[src/rtl/uio_pkg.sv]
package uio_pkg;
  localparam int DW = 8;

  typedef enum logic [2:0] {
    REG_PIN_A   = 3'd0,
    REG_PIN_B   = 3'd1,
    REG_OUT_C   = 3'd2,
    REG_OUT_D   = 3'd3,
    REG_DATA    = 3'd4,
    REG_RD_IDX  = 3'd5,
    REG_RX_IDX  = 3'd6,
    REG_TX_FULL = 3'd7
  } reg_addr_e;

  typedef enum logic [2:0] {
    RX_IDLE,
    RX_START,
    RX_BITS,
    RX_STOP,
    RX_WAIT_HI
  } rx_state_e;
endpackage

[src/rtl/uio_tx.sv]
module uio_tx #(
  parameter int DEPTH = 16,
  parameter int CPB   = 16
) (
  input  logic                 clk,
  input  logic                 rst_n,
  input  logic                 in_valid,
  output logic                 in_ready,
  input  logic [uio_pkg::DW-1:0] in_data,
  output logic                 txd
);
  localparam int IW = $clog2(DEPTH);
  localparam int CW = $clog2(CPB);
  localparam int FW = uio_pkg::DW + 2;

  logic [uio_pkg::DW-1:0] mem [DEPTH];
  logic [IW-1:0] wp, rp;
  logic [IW:0]   cnt;
  logic          busy;
  logic [FW-1:0] frame;
  logic [3:0]    bitn;
  logic [CW-1:0] tick;
  logic          push, pop;

  assign in_ready = (cnt != (IW+1)'(DEPTH));
  assign push     = in_valid && in_ready;
  assign pop      = !busy && (cnt != '0);
  assign txd      = busy ? frame[0] : 1'b1;

  always_ff @(posedge clk) begin
    if (push) mem[wp] <= in_data;
  end

  always_ff @(posedge clk) begin
    if (!rst_n) begin
      wp  <= '0;
      rp  <= '0;
      cnt <= '0;
    end else begin
      if (push) wp <= wp + 1'b1;
      if (pop)  rp <= rp + 1'b1;
      case ({push, pop})
        2'b10:   cnt <= cnt + 1'b1;
        2'b01:   cnt <= cnt - 1'b1;
        default: cnt <= cnt;
      endcase
    end
  end

  always_ff @(posedge clk) begin
    if (!rst_n) begin
      busy  <= 1'b0;
      frame <= '1;
      bitn  <= '0;
      tick  <= '0;
    end else if (pop) begin
      busy  <= 1'b1;
      frame <= {1'b1, mem[rp], 1'b0};
      bitn  <= '0;
      tick  <= '0;
    end else if (busy) begin
      if (tick == CW'(CPB-1)) begin
        tick  <= '0;
        frame <= {1'b1, frame[FW-1:1]};
        if (bitn == 4'(FW-1)) busy <= 1'b0;
        else                  bitn <= bitn + 1'b1;
      end else begin
        tick <= tick + 1'b1;
      end
    end
  end


  no_overflow_chk: assert property (@(posedge clk) disable iff (!rst_n)
    cnt <= (IW+1)'(DEPTH));

  full_drop_chk: assert property (@(posedge clk) disable iff (!rst_n)
    (in_valid && !in_ready && !pop) |=> cnt == $past(cnt));

  tx_start_chk: assert property (@(posedge clk) disable iff (!rst_n)
    pop |=> !txd);
endmodule

[src/rtl/uio_rx.sv]
module uio_rx #(
  parameter int CPB = 16
) (
  input  logic                   clk,
  input  logic                   rst_n,
  input  logic                   rxd,
  output logic                   out_valid,
  output logic [uio_pkg::DW-1:0] out_data
);
  import uio_pkg::*;
  localparam int CW   = $clog2(CPB);
  localparam int HALF = CPB / 2;

  logic s1, s2;
  rx_state_e st;
  logic [CW-1:0] tick;
  logic [2:0]    bitn;
  logic [DW-1:0] sh;

  always_ff @(posedge clk) begin
    if (!rst_n) begin
      s1 <= 1'b1;
      s2 <= 1'b1;
    end else begin
      s1 <= rxd;
      s2 <= s1;
    end
  end

  always_ff @(posedge clk) begin
    if (!rst_n) begin
      st        <= RX_IDLE;
      tick      <= '0;
      bitn      <= '0;
      sh        <= '0;
      out_valid <= 1'b0;
      out_data  <= '0;
    end else begin
      out_valid <= 1'b0;
      case (st)
        RX_IDLE: begin
          tick <= '0;
          if (!s2) st <= RX_START;
        end
        RX_START: begin
          if (tick == CW'(HALF-1)) begin
            tick <= '0;
            bitn <= '0;
            st   <= s2 ? RX_IDLE : RX_BITS;
          end else tick <= tick + 1'b1;
        end
        RX_BITS: begin
          if (tick == CW'(CPB-1)) begin
            tick <= '0;
            sh   <= {s2, sh[DW-1:1]};
            if (bitn == 3'(DW-1)) st <= RX_STOP;
            else                  bitn <= bitn + 1'b1;
          end else tick <= tick + 1'b1;
        end
        RX_STOP: begin
          if (tick == CW'(CPB-1)) begin
            tick <= '0;
            if (s2) begin
              out_valid <= 1'b1;
              out_data  <= sh;
              st        <= RX_IDLE;
            end else begin
              st <= RX_WAIT_HI;
            end
          end else tick <= tick + 1'b1;
        end
        default: begin
          if (s2) st <= RX_IDLE;
        end
      endcase
    end
  end


  rx_pulse_chk: assert property (@(posedge clk) disable iff (!rst_n)
    out_valid |=> !out_valid);
endmodule

[src/rtl/uio_rx_buf.sv]
module uio_rx_buf #(
  parameter int DEPTH = 16
) (
  input  logic                     clk,
  input  logic                     rst_n,
  input  logic                     in_valid,
  input  logic [uio_pkg::DW-1:0]   in_data,
  input  logic [$clog2(DEPTH)-1:0] rd_idx,
  output logic [uio_pkg::DW-1:0]   rd_data,
  output logic [$clog2(DEPTH)-1:0] rx_idx
);
  localparam int IW = $clog2(DEPTH);

  logic [uio_pkg::DW-1:0] mem [DEPTH];

  always_ff @(posedge clk) begin
    if (!rst_n) begin
      for (int i = 0; i < DEPTH; i++) mem[i] <= '0;
      rx_idx <= '0;
    end else if (in_valid) begin
      mem[rx_idx] <= in_data;
      rx_idx      <= rx_idx + 1'b1;
    end
  end

  assign rd_data = mem[rd_idx];


  rx_advance_chk: assert property (@(posedge clk) disable iff (!rst_n)
    in_valid |=> rx_idx == IW'($past(rx_idx) + 1'b1));

  rx_hold_chk: assert property (@(posedge clk) disable iff (!rst_n)
    !in_valid |=> $stable(rx_idx));
endmodule

[src/rtl/uart_io_unit.sv]
module uart_io_unit #(
  parameter int CLK_HZ = 50_000_000,
  parameter int BAUD   = 115_200,
  parameter int DEPTH  = 16
) (
  input  logic       clk,
  input  logic       rst_n,
  input  logic [2:0] addr,
  input  logic       wr_en,
  input  logic [7:0] wr_data,
  output logic [7:0] rd_data,
  input  logic [7:0] pin_a,
  input  logic [7:0] pin_b,
  output logic [7:0] port_c,
  output logic [7:0] port_d,
  input  logic       rxd,
  output logic       txd
);
  import uio_pkg::*;
  localparam int CPB  = CLK_HZ / BAUD;
  localparam int IW   = $clog2(DEPTH);
  localparam int NOUT = 2;

  logic [DW-1:0] outq [NOUT];
  logic [IW-1:0] rd_idx, rx_idx;
  logic [DW-1:0] buf_q, rx_byte;
  logic          rx_vld, tx_ready, tx_push;

  for (genvar g = 0; g < NOUT; g++) begin : g_out
    always_ff @(posedge clk) begin
      if (!rst_n)                                        outq[g] <= '0;
      else if (wr_en && addr == 3'(int'(REG_OUT_C) + g)) outq[g] <= wr_data;
    end
  end
  assign port_c = outq[0];
  assign port_d = outq[1];

  always_ff @(posedge clk) begin
    if (!rst_n)                           rd_idx <= '0;
    else if (wr_en && addr == REG_RD_IDX) rd_idx <= wr_data[IW-1:0];
  end

  assign tx_push = wr_en && addr == REG_DATA;

  uio_tx #(.DEPTH(DEPTH), .CPB(CPB)) u_tx (
    .clk(clk), .rst_n(rst_n), .in_valid(tx_push), .in_ready(tx_ready),
    .in_data(wr_data), .txd(txd)
  );

  uio_rx #(.CPB(CPB)) u_rx (
    .clk(clk), .rst_n(rst_n), .rxd(rxd), .out_valid(rx_vld), .out_data(rx_byte)
  );

  uio_rx_buf #(.DEPTH(DEPTH)) u_rxbuf (
    .clk(clk), .rst_n(rst_n), .in_valid(rx_vld), .in_data(rx_byte),
    .rd_idx(rd_idx), .rd_data(buf_q), .rx_idx(rx_idx)
  );

  always_comb begin
    case (addr)
      REG_PIN_A:  rd_data = pin_a;
      REG_PIN_B:  rd_data = pin_b;
      REG_OUT_C:  rd_data = outq[0];
      REG_OUT_D:  rd_data = outq[1];
      REG_DATA:   rd_data = buf_q;
      REG_RD_IDX: rd_data = DW'(rd_idx);
      REG_RX_IDX: rd_data = DW'(rx_idx);
      default:    rd_data = DW'(!tx_ready);
    endcase
  end


  port_c_wr_chk: assert property (@(posedge clk) disable iff (!rst_n)
    (wr_en && addr == REG_OUT_C) |=> port_c == $past(wr_data));

  rd_idx_wr_chk: assert property (@(posedge clk) disable iff (!rst_n)
    (wr_en && addr == REG_RD_IDX) |=> rd_idx == $past(wr_data[IW-1:0]));
endmodule

[config.mk]
export PLATFORM = sky130hd
export DESIGN_NAME = uart_io_unit
export DESIGN_NICKNAME = d
export VERILOG_FILES = /design/src/rtl/uio_pkg.sv /design/src/rtl/uio_tx.sv /design/src/rtl/uio_rx.sv /design/src/rtl/uio_rx_buf.sv /design/src/rtl/uart_io_unit.sv
export SDC_FILE = /design/constraint.sdc
export NUM_CORES = 1
export LEC_CHECK = 0
export ABC_AREA = 1
export BUFFER_PORTS_ARGS = -buffer_cell sky130_fd_sc_hd__buf_2
export CAP_MARGIN = 20
export CORE_UTILIZATION = 35
export CTS_CLUSTER_DIAMETER = 60
export DETAILED_ROUTE_END_ITERATION = 12
export GPL_ROUTABILITY_DRIVEN = 0
export GPL_TIMING_DRIVEN = 0
export HOLD_SLACK_MARGIN = 0.12
export SLEW_MARGIN = 5
export SYNTH_ARGS = -nofsm -noshare
export SYNTH_HDL_FRONTEND = slang
export SYNTH_HIERARCHICAL = 1
export SYNTH_SLANG_ARGS = --single-unit
[constraint.sdc]
create_clock -name clk -period 6.6 [get_ports clk]
set_input_delay 0.99 -clock clk [delete_from_list [all_inputs] [get_ports clk]]
set_output_delay 0.99 -clock clk [all_outputs]
set_load 0.03 [all_outputs]
# Word-level counts from Yosys, hierarchy flattened
# Memory sizes are Yosys's and may differ from the RTL's. A register that Yosys moved wholly into a read port is not among the register bits.
# Cells that the tools add are included.
# totals
register_bits,78
latchBits,0
ramBits,272
romBits,0
input_bits,31
output_inout_bits,25
n_memories,3
# memory_table
memory,depth,width,rd,rd_clocked_by_memory_dff,write_ports,line_no,text
u_rxbuf.mem,16,8,1,1,16,uio_rx_buf.sv:14,logic [uio_pkg::DW-1:0] mem [DEPTH];
u_tx.mem,16,8,1,1,1,uio_tx.sv:16,logic [uio_pkg::DW-1:0] mem [DEPTH];
outq,2,8,2,0,2,uart_io_unit.sv:24,logic [DW-1:0] outq [NOUT];
# classes
addsub,9
multipliers,0
div_mod_pow,0
order_cmp,0
n_eq_ne,23
shift,0
n_mux,49
bitwise_logic,4
reduce_logical,27
# op_table
operator,count
$pmux 8 s7,1
$mux 9,6
$mux 3,10
$pmux 9 s3,1
$mux 8,3
$mux 4,5
$mux 1,19
$add 9x1->9 const B,2
$eq 9x9->1 const B,2
$add 4x1->4 const B,4
$eq 3x2->1 const B,4
$eq 3x3->1 const B,4
$pmux 3 s4,1
$pmux 5 s2,1
$reduce_bool 5->1,2
$eq 9x8->1 const B,1
$reduce_and 3->1,3
$ne 2x1->1 const B,4
$reduce_bool 2->1,4
$reduce_or 8->1,1
$eq 3x1->1 const B,2
$logic_and 1x1->1,6
$logic_not 3->1,2
$pmux 3 s2,1
17 further kinds,23

# Longest topological paths before layout
# depth
word_depth,6
depth_mapped,16

# Hierarchy
# The synthesis kept the hierarchy.
# modules_own_cells
module,instances,cells_per_inst,area_each_um2,seq_area_each_um2
uio_tx,1,756,7357.1,4644.5
uio_rx_buf,1,732,6477.5,3923.8
uio_rx,1,213,1582.8,680.7
uart_io_unit,1,171,1253.7,560.5

# Worst setup path after synthesis
# No wires, ideal clock.
# synth_path
path_type,input to register
start,input addr[2]
end,register u_tx.cnt[4]
setup_ns,0.074
arrival_ns,2.830
setup_slack_ns,3.696
cell_stages,14
n_path_buf,1
cell_sequence,buf_2 inv_2 nor4_1 nand2_2 ha_1 ha_1 inv_1 o21bai_1 inv_1 nand2_1 nand2_1 nand2_1 nand2_1 a21oi_1
# synth_via
elab_chain_len,5
elab_cells_between_ends,7
# synth_rtl
item,line_no,text
start: declaration,uart_io_unit.sv:8,"input logic [2:0] addr,"
$eq 3x3->1 (*),uart_io_unit.sv:43,assign tx_push = wr_en && addr == REG_DATA;
$logic_and 1x1->1 (*),uart_io_unit.sv:43,
via tx_push,uart_io_unit.sv:27,"logic rx_vld, tx_ready, tx_push;"
$logic_and 1x1->1 (*),uio_tx.sv:26,assign push = in_valid && in_ready;
$eq 2x1->1 or $eq 2x2->1 (tied branches),uio_tx.sv:42,"case ({push, pop})"
$pmux 5 s2 or $reduce_bool 2->1 (tied branches),n/a,
end signal: assignment,uio_tx.sv:43,2'b10: cnt <= cnt + 1'b1;
end signal: assignment,uio_tx.sv:44,2'b01: cnt <= cnt - 1'b1;
end signal: assignment,uio_tx.sv:45,default: cnt <= cnt;
end: declaration,uio_tx.sv:18,logic [IW:0] cnt;
# The timed path passes the listed nets; every way through them passes the cells marked *.
# A chain may end at the register's enable or synchronous reset.

==> results.yml <==
run_status:
  outcome: "finished, violations left"
  violations: "design-rule violations"
pwr:
  combPwrFrac_pct: 21.4
  pwr-share-seq_pct: 41.3
  leakagePower_nw: 7.86
  power.density_mw_per_mm2: 326
  netSwitchingFraction_pct: 30.8
  ir_worst_vdd_mv: 0.246
  pwr-share-clk_pct: 37.3
  p_int_mw: 4.31
  p_sw_mw: 1.92
cts:
  h-tree-depth: 2
  tritoncts: "built"
  post_cts_buffers: 0
  clock_latency_ns: 0.58
  clock_path_buffers: 3
  cts-root-buf: "clkbuf_16"
  cts_made_buffers: 41
  cts_hold_buffers: 0
  clock-sinks: 354
  cts.clk_slew.worst_paths_ns: 0.06
  cts_resized: 0
die:
  start_util_pct: 35.7
  core_area_mm2: 0.0468
  ios: 56
  placementRows: 79
  dieArea_mm2: 0.0485
  fp.dieH_um: 220
  dieWidth_um: 220
synth:
  synth_top_area_share_pct: 49.0
  async_flop_share_pct: 0
  syn_area_per_cell_um2: 8.91
  yosys.area.top_type: "edfxtp_1"
  postSynthCellCount: 1872
  synth_common_cells: "nand2_1, edfxtp_1, nor2_1, inv_1, nand3_1"
  seq_area_frac_synth_pct: 58.8
  synth_area_mm2: 0.0167
  ys.flop_type: "edfxtp_1"
  synth-edff-count: 272
  ys_types: 40
  synth_area_leaders: "edfxtp_1, nand2_1, dfxtp_1"
  synth-seq-cells: 354
  synth_most_common_cell: "nand2_1"
  syn_nets: 1925
  yosysWarnings: 6
timing:
  fmax_mhz: 264
  finClkSkew_ns: 0.0261
  finalMaxSlewViolations: 0
  hold_viol: 0
  grt_setup_unrepaired: "false"
  min_period_over_period_pct: 57.3
  setup_tns_ns: 0
  fin_crit_ns: 3.78
  setup_violations: 0
  worst-slew-pin-transition_ns: 0.834
  slew_headroom_pct: 44.4
worst_setup_path:
  crit_fanout: 10
  end_kind: "output pin"
  start_kind: "flip-flop"
  worst_path_largest_cell_delay_ns: 0.36
  crit_top_cell: "nand3_1"
  cp_data_required_time_ns: 5.61
  cp_top_family: "simple AND/OR/NAND/NOR gates"
  cp_num_buf_inv: 3
  crit_cells: 12
  critPathLaunch: "rd_idx[0]"
  worstPathArrival_ns: 2.79
  cp_cell_sequence: "inv_2 -> buf_2 -> nand2_1 -> nand3_1 -> nand3_1 -> nand3_1 -> nand2_1 -> nand3_1 -> o21ai_1 -> nor2_1 -> nand2_1 -> buf_2"
  cp_slowest_cell: "dfxtp_1"
  worstSetupPathType: "flip-flop to output pin"
  r2r_start: "u_tx/cnt[0]"
  rr_worst_depth: 16
global_route:
  grt_max_degree: 27
  grt_pass1_vias: 11904
  grt_overflow: 0
  antenna_found_initial: 2
  grt_util_all_layers_pct: 18.8
  grt_pass1_wl_um: 68500
final_layout:
  syn_to_final_growth_pct: 14.5
  drive_gt1_share_pct: 11.9
  layout.nets: 2022
  seqCellArea_mm2: 0.00981
  antennaDiodeCount: 0
  multi_input_area_mm2: 0.00556
  fill_cells: 4624
  final_util_pct: 40.8
route:
  ant_nets: 0
  drt-pass1-iter-count: 9
  drc: 2
  wl_um: 45300
  drt_iter0_drc: 1040
  vias: 12917
  vias_per_cell: 4.95
  wl_per_cell_um: 17.4
hold_path:
  worstHoldPathCells: 1
  hp-start: "u_rx/s1"
  hold_class: "flip-flop to flip-flop"
place:
  io_buffers: 54
  hpwlAfterDp_um: 32100
job:
  drv_cap: 0
## final timing paths
path | slack, ns | endpoint
max | 2.82 | rd_data[5]
min | 0.41 | u_rx/s2
max reg2reg | 4.23 | u_tx/cnt[4]
min reg2reg | 0.41 | u_rx/s2
## layout by cell type, fill, tap and decap left out, types with 4 or more instances in the layout
| cell type | synthesis | routed |
|---|---|---|
| nand2_1 | 522 | 522 |
| inv_2 | 9 | 9 |
| clkbuf_1 | 18 | 25 |
| edfxtp_1 | 272 | 272 |
| nor2_4 | 9 | 9 |
| a21oi_1 | 40 | 40 |
| buf_6 | 9 | 9 |
| nor2_1 | 271 | 271 |
| nor2_2 | 8 | 8 |
| ha_1 | 22 | 22 |
| dfxtp_1 | 82 | 82 |
| o21ai_0 | 43 | 43 |
| nand4_1 | 15 | 15 |
| buf_4 | 11 | 11 |
| clkbuf_8 | 0 | 4 |
| xor2_1 | 11 | 11 |
| clkinv_2 | 0 | 8 |
| inv_1 | 228 | 228 |
| buf_2 | 30 | 84 |
| nand3_1 | 184 | 184 |
| nand2_2 | 21 | 21 |
| bufinv_16 | 0 | 5 |
| clkbuf_16 | 0 | 41 |
| nand3_2 | 5 | 5 |
| clkinv_1 | 4 | 5 |
| o21ai_1 | 19 | 19 |
| nor3_1 | 8 | 8 |
## cells by family (layout without fill, tap and decap cells)
kind of cell,after synthesis,count (layout),synth area share (%)
and+or+nand+nor,1062,1062,27.5
AOI/OAI and AO/OA,111,111,3.48
DFF,354,354,58.8
adders and majority gates,22,22,1.65
xor gates and xnor gates,14,14,0.736
buffers and inverters,309,438,7.84
## routing by layer
metal	global-route usage (%)	part of all wire, %	vias up
li1	-	-	6234
met1	25.4	44	6097
met2	29.4	45	480
met3	3.29	7.2	104
met4	8.64	4.0	2
met5	0	0.020	-
## through the flow
| step | std cells | instance area, um2 | setup WS (ns) | hold slack (ns) | power [mW] |
|---|---|---|---|---|---|
| finish | 2608 | 19100 | 2.82 | 0.413 | 6.23 |
| global route | 2608 | 19100 | 2.72 | 0.425 | 6.53 |
| CTS | 2608 | 19100 | 2.88 | 0.416 | 6.27 |
| detailed placement | 2533 | 17700 | 2.97 | 0.402 | 3.93 |
| global placement | 2533 | 17700 | 2.97 | 0.408 | 3.92 |
| floorplan | 1872 | 16700 | 3.70 | 0.393 | 3.54 |
## area by class of cell
class | count | share of cell area [%]
timing repair buffer | 54 | 1.42
sequential | 354 | 51.4
tap | 607 | 3.98
multi-input combinational | 1209 | 29.1
clock inverter | 23 | 1.49
clock buffer | 52 | 5.80
buffer | 68 | 2.10
inverter | 241 | 4.74
## worst reg2reg max path: cells and delay by family, from the launching register on
family | cells | cell delay, ns
compound gates | 1 | 0.12
xor+xnor | 1 | 0.20
fa+ha+maj | 2 | 0.43
buf+inv | 3 | 0.29
flops | 1 | 0.35
simple gates | 9 | 0.89
## flip-flops by register name, indices dropped and copies added, names as in the netlist, named ones only
name            flops
u_tx/bitn           4
u_rx/st             3
u_rx/bitn           3
u_tx/mem          128
u_rx/sh             8
u_rx/s1             1
u_rx/out_data       8
u_rxbuf/rx_idx      4
u_rx/tick           9
u_tx/tick           9
u_tx/busy           1
u_rxbuf/mem       128
u_rx/out_valid      1
u_rx/s2             1
u_tx/wp             4
outq               16
u_tx/rp             4
u_tx/frame          9
u_tx/cnt            5
rd_idx              4
## power by group through the flow
stage	Clock [mW]	Sequential [mW]	Combinational, mW
finish	2.33	2.57	1.33
global route	2.46	2.58	1.50
CTS	2.38	2.57	1.32
detailed placement	0	2.62	1.32
global placement	0	2.61	1.31
floorplan	0	2.61	0.930
No activity file was read; power rests on OpenSTA's default activity.
